**src/rtl/jdc_pkg.sv**
```systemverilog
`timescale 1ns/1ps
package jdc_pkg;

    localparam int unsigned DEF_STAGES = 5;

    // One registered sample of the two count-side inputs
    typedef struct packed {
        logic cclk;
        logic cinh;
    } pin_smp_t;

    // Which qualifying edge (if any) was seen in this cycle
    typedef enum logic [1:0] {
        SRC_NONE     = 2'b00,
        SRC_CLK_RISE = 2'b01,
        SRC_INH_FALL = 2'b10,
        SRC_BOTH     = 2'b11
    } adv_src_e;

    // Rise of the count clock counts only with inhibit low;
    // fall of inhibit counts only with the count clock high.
    function automatic adv_src_e classify(pin_smp_t cur, pin_smp_t prv);
        logic rise_ok;
        logic fall_ok;
        rise_ok = cur.cclk & ~prv.cclk & ~cur.cinh;
        fall_ok = prv.cinh & ~cur.cinh & cur.cclk;
        return adv_src_e'({fall_ok, rise_ok});
    endfunction

    function automatic logic src_advances(adv_src_e src);
        return src != SRC_NONE;
    endfunction

endpackage

```
**src/rtl/jdc_edge_sense.sv**
```systemverilog
`timescale 1ns/1ps
module jdc_edge_sense
    import jdc_pkg::*;
(
    input  logic clk,
    input  logic rst,
    input  logic cnt_clk,
    input  logic cnt_inh,
    output logic adv
);

    pin_smp_t pin_now;
    pin_smp_t smp_q;
    pin_smp_t prv_q;
    adv_src_e src;

    assign pin_now = '{cclk: cnt_clk, cinh: cnt_inh};

    // During reset both stages take the live level, so nothing held
    // across reset release looks like an edge.
    always_ff @(posedge clk) begin
        smp_q <= pin_now;
        if (rst) begin
            prv_q <= pin_now;
        end else begin
            prv_q <= smp_q;
        end
    end

    assign src = classify(smp_q, prv_q);
    assign adv = src_advances(src);

endmodule

```
**src/rtl/jdc_ring.sv**
```systemverilog
`timescale 1ns/1ps
module jdc_ring #(
    parameter int unsigned STAGES = jdc_pkg::DEF_STAGES
) (
    input  logic              clk,
    input  logic              rst,
    input  logic              adv,
    output logic [STAGES-1:0] ring_o,
    output logic              legal_o
);

    localparam int unsigned PAIRS = STAGES - 1;

    logic [STAGES-1:0] state_q;
    logic [PAIRS-1:0]  bnd;
    logic              shin;

    // A valid twisted-ring code has at most one boundary between
    // neighbouring bits.
    for (genvar i = 0; i < PAIRS; i++) begin : g_bnd
        assign bnd[i] = state_q[i] ^ state_q[i+1];
    end

    assign legal_o = $onehot0(bnd);

    // Anti-lock: zeros are shifted in until the code becomes valid
    assign shin = legal_o ? ~state_q[STAGES-1] : 1'b0;

    always_ff @(posedge clk) begin
        if (rst) begin
            state_q <= '0;
        end else if (adv) begin
            state_q <= {state_q[STAGES-2:0], shin};
        end
    end

    assign ring_o = state_q;

endmodule

```
**src/rtl/jdc_decode.sv**
```systemverilog
`timescale 1ns/1ps
module jdc_decode #(
    parameter int unsigned STAGES = jdc_pkg::DEF_STAGES,
    localparam int unsigned COUNTS = 2 * STAGES
) (
    input  logic [STAGES-1:0] ring,
    output logic [COUNTS-1:0] dec_o,
    output logic              carry_o
);

    // Count 0 is all zeros, count STAGES is all ones
    assign dec_o[0]      = ~ring[STAGES-1] & ~ring[0];
    assign dec_o[STAGES] =  ring[STAGES-1] &  ring[0];

    // Filling phase: boundary 1->0 between bits k-1 and k.
    // Draining phase: boundary 0->1 at the same place.
    for (genvar k = 1; k < STAGES; k++) begin : g_dec
        assign dec_o[k]        =  ring[k-1] & ~ring[k];
        assign dec_o[k+STAGES] = ~ring[k-1] &  ring[k];
    end

    assign carry_o = ~ring[STAGES-1];

endmodule

```
**src/rtl/johnson_decade.sv**
```systemverilog
`timescale 1ns/1ps
module johnson_decade #(
    parameter int unsigned STAGES = jdc_pkg::DEF_STAGES,
    localparam int unsigned COUNTS = 2 * STAGES
) (
    input  logic              clk,
    input  logic              rst,
    input  logic              cnt_clk,
    input  logic              cnt_inh,
    output logic [COUNTS-1:0] dec_o,
    output logic              carry_o
);

    logic              adv;
    logic              ring_legal;
    logic [STAGES-1:0] ring_q;

    jdc_edge_sense u_sense (
        .clk     (clk),
        .rst     (rst),
        .cnt_clk (cnt_clk),
        .cnt_inh (cnt_inh),
        .adv     (adv)
    );

    jdc_ring #(.STAGES(STAGES)) u_ring (
        .clk     (clk),
        .rst     (rst),
        .adv     (adv),
        .ring_o  (ring_q),
        .legal_o (ring_legal)
    );

    jdc_decode #(.STAGES(STAGES)) u_dec (
        .ring    (ring_q),
        .dec_o   (dec_o),
        .carry_o (carry_o)
    );

endmodule

```
**config.mk**
```make
export PLATFORM = sky130hd
export DESIGN_NAME = johnson_decade
export DESIGN_NICKNAME = d
export VERILOG_FILES = /design/src/rtl/jdc_pkg.sv /design/src/rtl/jdc_edge_sense.sv /design/src/rtl/jdc_ring.sv /design/src/rtl/jdc_decode.sv /design/src/rtl/johnson_decade.sv
export SDC_FILE = /design/constraint.sdc
export NUM_CORES = 1
export LEC_CHECK = 0
export BUFFER_PORTS_ARGS = -buffer_cell sky130_fd_sc_hd__clkbuf_2
export CORE_AREA = 2 2 39 41
export CTS_CLUSTER_DIAMETER = 30
export DETAILED_ROUTE_END_ITERATION = 12
export DIE_AREA = 0 0 41 43
export PLACE_DENSITY = 0.54
export SLEW_MARGIN = 20
export SYNTH_ARGS = -nofsm -noshare
export SYNTH_HDL_FRONTEND = slang
export SYNTH_HIERARCHICAL = 1
export SYNTH_SLANG_ARGS = --single-unit
```
**constraint.sdc**
```tcl
create_clock -name clk -period 2 [get_ports clk]
set_clock_uncertainty 0.1 [all_clocks]
set_input_delay 0.6 -clock clk [delete_from_list [all_inputs] [get_ports clk]]
set_output_delay 0.6 -clock clk [all_outputs]
set_load 0.01 [all_outputs]
```
==> metrics.md, run 1 <==
| Metric | Value |
|---|---|
| Outcome | finished, final reports clean |
| CTS tree | yes |
| Die footprint | 1760 sq um |
| Total GRT Usage | 9.72% |
| Vias in the first global route | 282 |
| Crit path time final | 1.79 ns |
| Number of max-cap violations | 0 |
| Number of post-CTS setup repair buffers | 0 |
| Core area | 1380 sq um |
| Mapped Nets | 47 |
| Nets | 69 |
| CP Class | reg -> reg |
| GP Congestion | 0.628 |
| Synth warn | 6 |
| Startpoint types | flip-flop |
| Slew headroom | 82.7% |
| RSZ-0062 raised after global routing | no |
| Worst-path clk slew | 0.06 ns |
| Initial antenna violation count | 0 |
| Power Density | 632 nW/um^2 |
| Area after DPL | 552 sq um |
| Final Cell Area | 578 sq um |
| Initial drt markers | 4 |
| Worst-Margin Slew | 0.259 ns |
| DIE WIDTH | 41 um |
| Synthesized instance count | 42 |
| Buffers & Inverters on Critical Path | 0 |
| Filler cell count | 148 |
| Period utilization | 89.7% |
| Crit-path cells | xor2_1 -> fa_1 -> or4b_1 -> o32ai_2 |
| Via-to-Cell Ratio | 4.24 |
| Ant diodes | 0 |
| CP Capture Type | flip-flop |
| First-pass GRT wire length | 1150 um |
| Via count | 335 |
| CTS root buf | clkbuf_4 |
| Die height | 43 um |
| Slew Limit Fails | 0 |
| IO buf count | 14 |
| Final antenna-violating net count | 0 |
| Aggregate global routing overflow | 0 |
| Routed wire length | 714 um |
| CTS Hold Bufs | 0 |
| Worst path slowest cell | or4b_1 |
| Final hold violations | 0 |
| Type of the tightest min-delay check | in -> reg |
| Finish-stage setup viols | 0 |
| Total CTS buffers | 3 |
| Clk Latency, worst-skew pair | 0.25 ns |
| Post-Syn Area per Cell | 10.5 sq um |
| DP HPWL | 527 um |
| Layout cells sized above 1 | 41.3% |
| Clock Path Buffers | 2 |
| Post-cts resize count | 0 |
| WP data required | 2.07 ns |
| I/O pin count | 15 |
| Max frequency | 557 MHz |
| Crit Path Max Fanout | 8 |
| Delay-heaviest family, CP | simple AND/OR/NAND/NOR gates |
| Largest net degree at the start of global routing | 9 |
| Htree depth | 1 |
| Leakage power | 0.300 nW |
| Worst VDD drop | 0.378 mV |
| # rows | 14 |
| Synthesized cell area | 443 sq um |
| Drt pass-1 iters | 3 |
| Worst path arrival time | 1.87 ns |
| Setup Total Neg Slack | 0 ns |
| WL/cell | 9.04 um |
| Drc violations | 0 |
| Max incr delay on CP | 0.51 ns |
| Synthesis-to-finish area growth | 30.5% |
| Clk sinks | 9 |
| Initial core utilization | 32.0% |
==> stage by stage <==
| step | hold WS, ns | utilization [%] | std cells | setup WS (ns) | power [mW] |
|---|---|---|---|---|---|
| 2_1_floorplan | 0.349 | - | 42 | 0.285 | 0.219 |
| 3_3_place_gp | 0.374 | 39.9 | 75 | 0.205 | 0.233 |
| 3_5_place_dp | 0.377 | 39.9 | 75 | 0.194 | 0.233 |
| 4_1_cts | 0.347 | 41.8 | 79 | 0.180 | 0.371 |
| 5_1_grt | 0.353 | 41.8 | 79 | 0.0657 | 0.387 |
| 6_report | 0.355 | 41.8 | 79 | 0.206 | 0.365 |
==> registers in the layout, summed over array words and instances (netlist names) <==
name and flops:
u_sense/smp_q 2, u_ring/ring_o 5, u_sense/prv_q 2
==> area by class of cell <==
type / count / area [sq um] / share of cell area [%]
clock buffers: 4 / 26.3 / 4.55
inverters: 2 / 7.51 / 1.30
multi-input cells: 30 / 244 / 42.2
flip-flops and latches: 9 / 180 / 31.2
well taps: 16 / 20.0 / 3.46
repair buffers: 18 / 100 / 17.3
==> report_power, final <==
part           internal (mW)  switching, mW
combinational         0.0199         0.0178
clock                 0.0767         0.0602
sequential             0.187        0.00372
==> path summary, 6_finish.rpt <==
path,start,endpoint,slack (ns),cells past startpoint
worst min-delay path,cnt_clk,u_sense/smp_q[1],0.36,1
worst max register to register,u_ring/ring_o[4],u_ring/ring_o[0],0.21,4
worst min register to register,u_sense/smp_q[0],u_sense/prv_q[0],0.39,1
worst max-delay path,u_ring/ring_o[4],u_ring/ring_o[0],0.21,4
==> routing by layer <==
layer  global-route usage (%)  share of wire [%]  vias up
met1                     13.5                 51      139
met2                     12.5                 42       14
li1                         -                  -      182
met3                     3.14                6.9        0
met4                     6.00                  0        0
met5                        0                  0        -
==> cells in the final DEF (no fill, tap or decap) <==
cell,count
clkbuf_4,3
and2_1,2
clkbuf_1,1
nor3b_1,1
nor2_1,5
or4b_1,1
clkbuf_2,14
xor2_1,4
nor2b_1,7
fa_1,1
o32ai_2,1
buf_4,4
dfxtp_1,9
inv_1,2
mux2_2,2
and2b_2,2
mux2i_1,4
Power figures use the tool's default switching activity.
==> run 2: changes to the inputs <==
--- a/config.mk
+++ b/config.mk
@@ -5,12 +5,14 @@
 export SDC_FILE = /design/constraint.sdc
 export NUM_CORES = 1
 export LEC_CHECK = 0
+export ABC_AREA = 1
 export BUFFER_PORTS_ARGS = -buffer_cell sky130_fd_sc_hd__clkbuf_2
 export CORE_AREA = 2 2 39 41
 export CTS_CLUSTER_DIAMETER = 30
 export DETAILED_ROUTE_END_ITERATION = 12
 export DIE_AREA = 0 0 41 43
-export PLACE_DENSITY = 0.54
+export PLACE_DENSITY = 0.55
+export RECOVER_POWER = 25
 export SLEW_MARGIN = 20
 export SYNTH_ARGS = -nofsm -noshare
 export SYNTH_HDL_FRONTEND = slang
==> constraint.sdc (replaced) <==
create_clock -name clk -period 2.3 [get_ports clk]
set_clock_uncertainty 0.1 [all_clocks]
set_input_delay 0.69 -clock clk [delete_from_list [all_inputs] [get_ports clk]]
set_output_delay 0.69 -clock clk [all_outputs]
set_load 0.01 [all_outputs]
==> run 2 against run 1 <==
  * Cell count increased by 18%
  * Routed wire length increased by 10%
  * Flip-flop and latch count unchanged
  * Critical endpoint is now dec_o[2]
  * Via count increased by 18%
  * Combinational power increased by 70%
  * Largest cell class unchanged
  * Non-clock buffer count decreased by 4
  * Cell area decreased by 4.3%
  * Core utilization decreased by 1.8 points
  * Worst setup slack improved by 0.26 ns
  * Global-route usage increased by 0.49 points
  * Synthesized cell count increased by 43%
  * Highest routed layer unchanged
  * Area after synthesis increased by 1.4%
==> metrics.md, run 2 <==
| Metric | Value |
|---|---|
| GP Congestion | 0.708 |
| CTS tree | yes |
| Synthesized cell area | 449 sq um |
| CTS Hold Bufs | 0 |
| Slew headroom | 61.0% |
| Total GRT Usage | 10.2% |
| Drt pass-1 iters | 4 |
| Number of post-CTS setup repair buffers | 0 |
| Setup WS pre-CTS | 0.699 ns |
| Crit Path Max Fanout | 7 |
| Clk Latency, worst-skew pair | 0.25 ns |
| Worst-path clk slew | 0.06 ns |
| Most frequent cells in the layout | clkbuf_2, nor2_1, inv_1, dfxtp_1, nand2_1 |
| Mapped Nets | 65 |
| Worst path arrival time | 1.04 ns |
| Initial drt markers | 6 |
| Max frequency | 545 MHz |
| CP Class | reg -> out |
| Number of max-cap violations | 0 |
| Via count | 396 |
| CP Capture Type | output pin |
| Synth warn | 6 |
| Crit path time final | 1.83 ns |
| Post-Syn Area per Cell | 7.49 sq um |
| Synthesized instance count | 60 |
| WP data required | 1.51 ns |
| Final hold violations | 0 |
| Aggregate global routing overflow | 0 |
| Final antenna-violating net count | 0 |
| Startpoint types | flip-flop |
| PnR worst setup slack | 0.466 ns |
| Power Density | 649 nW/um^2 |
| I/O pin count | 15 |
| Initial antenna violation count | 0 |
| Core area | 1380 sq um |
| Period utilization | 79.7% |
| Finish-stage setup viols | 0 |
| Die footprint | 1760 sq um |
| CTS root buf | clkbuf_4 |
| IO buf count | 14 |
| Nets | 83 |
| Outcome | finished, final reports clean |
| First-pass GRT wire length | 1170 um |
| Worst-Margin Slew | 0.584 ns |
| Vias in the first global route | 280 |
| Post-route insts no fill | 93 |
| Final Cell Area | 553 sq um |
| DP HPWL | 590 um |
| Clock Path Buffers | 2 |
| Htree depth | 1 |
| WL/cell | 8.45 um |
| Area after DPL | 528 sq um |
| Setup Total Neg Slack | 0 ns |
| Via-to-Cell Ratio | 4.26 |
| Total CTS buffers | 3 |
| Initial core utilization | 32.5% |
| Placed insts | 89 |
| Drc violations | 0 |
| Leakage power | 0.298 nW |
| Ant diodes | 0 |
| Worst VDD drop | 0.346 mV |
| Post-cts resize count | 0 |
| DIE WIDTH | 41 um |
| WHS | 0.333 ns |
| Type of the tightest min-delay check | reg -> reg |
| Die height | 43 um |
| Max reg flops | 5 |
| Layout cells sized above 1 | 29.9% |
| Largest net degree at the start of global routing | 10 |
| Clk sinks | 9 |
| RSZ-0062 raised after global routing | no |
| Routed wire length | 786 um |
| Synthesis-to-finish area growth | 23.1% |
| Slew Limit Fails | 0 |
| # rows | 14 |
## run 2: cell type report
class,instances,area (sq um)
clock buffer,4,26.3
fill,146,831
inverter,14,52.6
multi-input combinational,36,205
sequential,9,180
tap,16,20.0
timing repair buffer,14,68.8
## run 2: critical path: stages, from the launching register on
cell and delay (ns):
dfxtp_1 0.47, inv_1 0.09, nor2_1 0.10, clkbuf_2 0.14
## run 2: worst paths after layout
kind / start / slack (ns) / endpoint / cells past startpoint
hold / removal: u_sense/smp_q[0] / 0.33 / u_sense/prv_q[0] / 2
setup / recovery: u_ring/ring_o[1] / 0.47 / dec_o[2] / 3
setup reg to reg: u_ring/ring_o[3] / 0.71 / u_ring/ring_o[0] / 5
hold reg to reg: u_sense/smp_q[0] / 0.33 / u_sense/prv_q[0] / 2
## run 2: stage by stage
step	utilization (%)	total power, mW
CTS	40.1	0.369
finish	40.0	0.359
floorplan	-	0.227
global placement	38.2	0.246
global route	40.0	0.386
detailed placement	38.2	0.248
## run 2: metal layers
| layer | GRT usage, % | wire length, um | vias to the layer above |
|---|---|---|---|
| li1 | - | - | 215 |
| met1 | 14.4 | 367 | 172 |
| met2 | 12.2 | 379 | 9 |
| met3 | 7.85 | 40 | 0 |
| met4 | 2.00 | 0 | 0 |
| met5 | 0 | 0 | - |
## run 2: where the power goes
part           internal (mW)  switching, mW  leakage, nW
Sequential             0.166         0.0119       0.0747
Clock                 0.0665         0.0503       0.0150
Combinational         0.0272         0.0370        0.209
Total                  0.260         0.0991        0.298
==> run 3: changes to the inputs <==
--- a/config.mk
+++ b/config.mk
@@ -5,13 +5,13 @@
 export SDC_FILE = /design/constraint.sdc
 export NUM_CORES = 1
 export LEC_CHECK = 0
-export ABC_AREA = 1
+export ABC_AREA = 0
 export BUFFER_PORTS_ARGS = -buffer_cell sky130_fd_sc_hd__clkbuf_2
 export CORE_AREA = 2 2 39 41
 export CTS_CLUSTER_DIAMETER = 30
 export DETAILED_ROUTE_END_ITERATION = 12
 export DIE_AREA = 0 0 41 43
-export PLACE_DENSITY = 0.55
+export PLACE_DENSITY = 0.56
 export RECOVER_POWER = 25
 export SLEW_MARGIN = 20
 export SYNTH_ARGS = -nofsm -noshare
==> constraint.sdc (replaced) <==
create_clock -name clk -period 1.55 [get_ports clk]
set_clock_uncertainty 0.1 [all_clocks]
set_input_delay 0.465 -clock clk [delete_from_list [all_inputs] [get_ports clk]]
set_output_delay 0.465 -clock clk [all_outputs]
set_load 0.01 [all_outputs]
==> run 3 against run 2 <==
  * Routed wire length is 9.0% lower
  * Critical endpoint is now u_ring/ring_o[0]
  * Sequential power grew 38%
  * Via count decreased by 13%
  * Hold slack got worse by 0.11 ns
  * Total power up 31%
  * First-iteration DRC count decreased by 67%
  * The run now ends with negative setup slack left
==> metrics.md, run 3 (same netlist as run 1, synthesis figures left out) <==
| Metric | Value |
|---|---|
| Outcome | complete, but fails checks |
| Failing checks | negative setup slack |
| Worst-Margin Slew | 0.234 ns |
| Share of power burned in the clock network | 36.7% |
| Sw Share | 21.8% |
| Switching pwr | 103 uW |
| Total GRT Usage | 9.71% |
| Total CTS buffers | 3 |
| Nets | 73 |
| Final hold violations | 0 |
| Combinational power share | 11.2% |
| Filler cell count | 152 |
| I/O pin count | 15 |
| Clk sinks | 9 |
| Worst path arrival time | 1.72 ns |
| Crit path time final | 1.65 ns |
| Max incr delay on CP | 0.51 ns |
| First-pass GRT wire length | 1090 um |
| Via-to-Cell Ratio | 4.16 |
| Worst VDD drop | 0.459 mV |
| Aggregate global routing overflow | 0 |
| Initial core utilization | 32.0% |
| # rows | 14 |
| Slew Limit Fails | 0 |
| CP Class | reg -> reg |
| Max frequency | 605 MHz |
| Worst-path clk slew | 0.06 ns |
| WL/cell | 8.61 um |
| Type of the tightest min-delay check | in -> reg |
| CTS tree | yes |
| IO buf count | 14 |
| Initial antenna violation count | 0 |
| PnR worst setup slack | -0.103 ns |
| CTS Hold Bufs | 0 |
| GP Congestion | 0.682 |
| Vias in the first global route | 284 |
| Clock Path Buffers | 2 |
| WP data required | 1.62 ns |
| Most frequent cells in the layout | clkbuf_2, buf_4, nor2b_1 |
| RSZ-0062 raised after global routing | yes |
| Overall Power | 472 uW |
| CTS root buf | clkbuf_4 |
| Via count | 345 |
| Htree depth | 1 |
| Number of max-cap violations | 0 |
| Buffers & Inverters on Critical Path | 0 |
| Leakage power | 0.320 nW |
| Power Density | 751 nW/um^2 |
| Initial drt markers | 2 |
| Delay-heaviest family, CP | simple AND/OR/NAND/NOR gates |
| Max reg flops | 5 |
| Period utilization | 107% |
| Slew headroom | 84.3% |
| Largest net degree at the start of global routing | 8 |
| Drt pass-1 iters | 2 |
| Ant diodes | 0 |
| Synthesis-to-finish area growth | 41.8% |
| DIE WIDTH | 41 um |
| Final antenna-violating net count | 0 |
| Layout cells sized above 1 | 52.2% |
| Int Power | 369 uW |
| Setup WS pre-CTS | -0.104 ns |
| Worst path slowest cell | or4b_4 |
| Reg power frac | 52.1% |
| Drc violations | 0 |
| Routed wire length | 715 um |
| Startpoint types | flip-flop |
| Finish-stage setup viols | 5 |
| Clk Latency, worst-skew pair | 0.25 ns |
| DP HPWL | 566 um |
| Die height | 43 um |
| Crit-path cells | xor2_1 -> fa_2 -> or4b_4 -> o32ai_2 |
| Die footprint | 1760 sq um |
| Core area | 1380 sq um |
| CP Capture Type | flip-flop |
| Crit Path Max Fanout | 2 |
run 3: path summary, 6_finish.rpt:
kind | slack (ns) | from | cells after the start | endpoint
worst max register to register | -0.10 | u_ring/ring_o[4] | 4 | u_ring/ring_o[0]
worst min register to register | 0.38 | u_sense/smp_q[1] | 1 | u_sense/prv_q[1]
worst max-delay path | -0.10 | u_ring/ring_o[4] | 4 | u_ring/ring_o[0]
worst min-delay path | 0.23 | cnt_clk | 1 | u_sense/smp_q[1]
run 3: area by class of cell:
cell class / count / area (sq um) / share of cell area [%]
multi-input cells: 30 / 258 / 41.0
flip-flops and latches: 9 / 185 / 29.5
repair buffers: 22 / 131 / 20.9
clock buffers: 4 / 26.3 / 4.18
well taps: 16 / 20.0 / 3.19
inverters: 2 / 7.51 / 1.20
run 3: what timing repair did:
item                       CTS  global route
hold endpoints to repair     0             0
pin swaps                    0             1
setup buffers                0             1
resized for setup            2             8
setup endpoints to repair   10            11
run 3: power groups by stage:
stage          clock, mW  sequential, mW  combinational (mW)
4_1_cts            0.186           0.246              0.0533
6_report           0.173           0.246              0.0530
2_1_floorplan          0           0.252              0.0303
3_3_place_gp           0           0.251              0.0522
5_1_grt            0.200           0.246              0.0597
3_5_place_dp           0           0.251              0.0532
run 3: metal layers:
layer	track usage [%]	share of wire, %	up-vias
met2	13.8	43	15
met4	10.0	0.56	0
met1	11.2	48	142
met5	0	0	-
met3	1.57	8.5	2
li1	-	-	186
run 3: metrics by stage:
stage	instances	setup TNS (ns)	area [sq um]	util, %	hold slack [ns]
after floorplan	42	-0.0983	447	-	0.349
after global placement	78	-0.0961	578	41.8	0.372
after detailed placement	78	-0.104	578	41.8	0.372
after CTS	82	-0.403	609	44.0	0.210
after global routing	83	-0.836	628	45.4	0.234
final	83	-0.227	628	45.4	0.227
run 3: worst reg2reg max path, stage by stage, from the launching register on:
cell	delay, ns
dfxtp_2	0.32
xor2_1	0.18
fa_2	0.38
or4b_4	0.51
o32ai_2	0.09
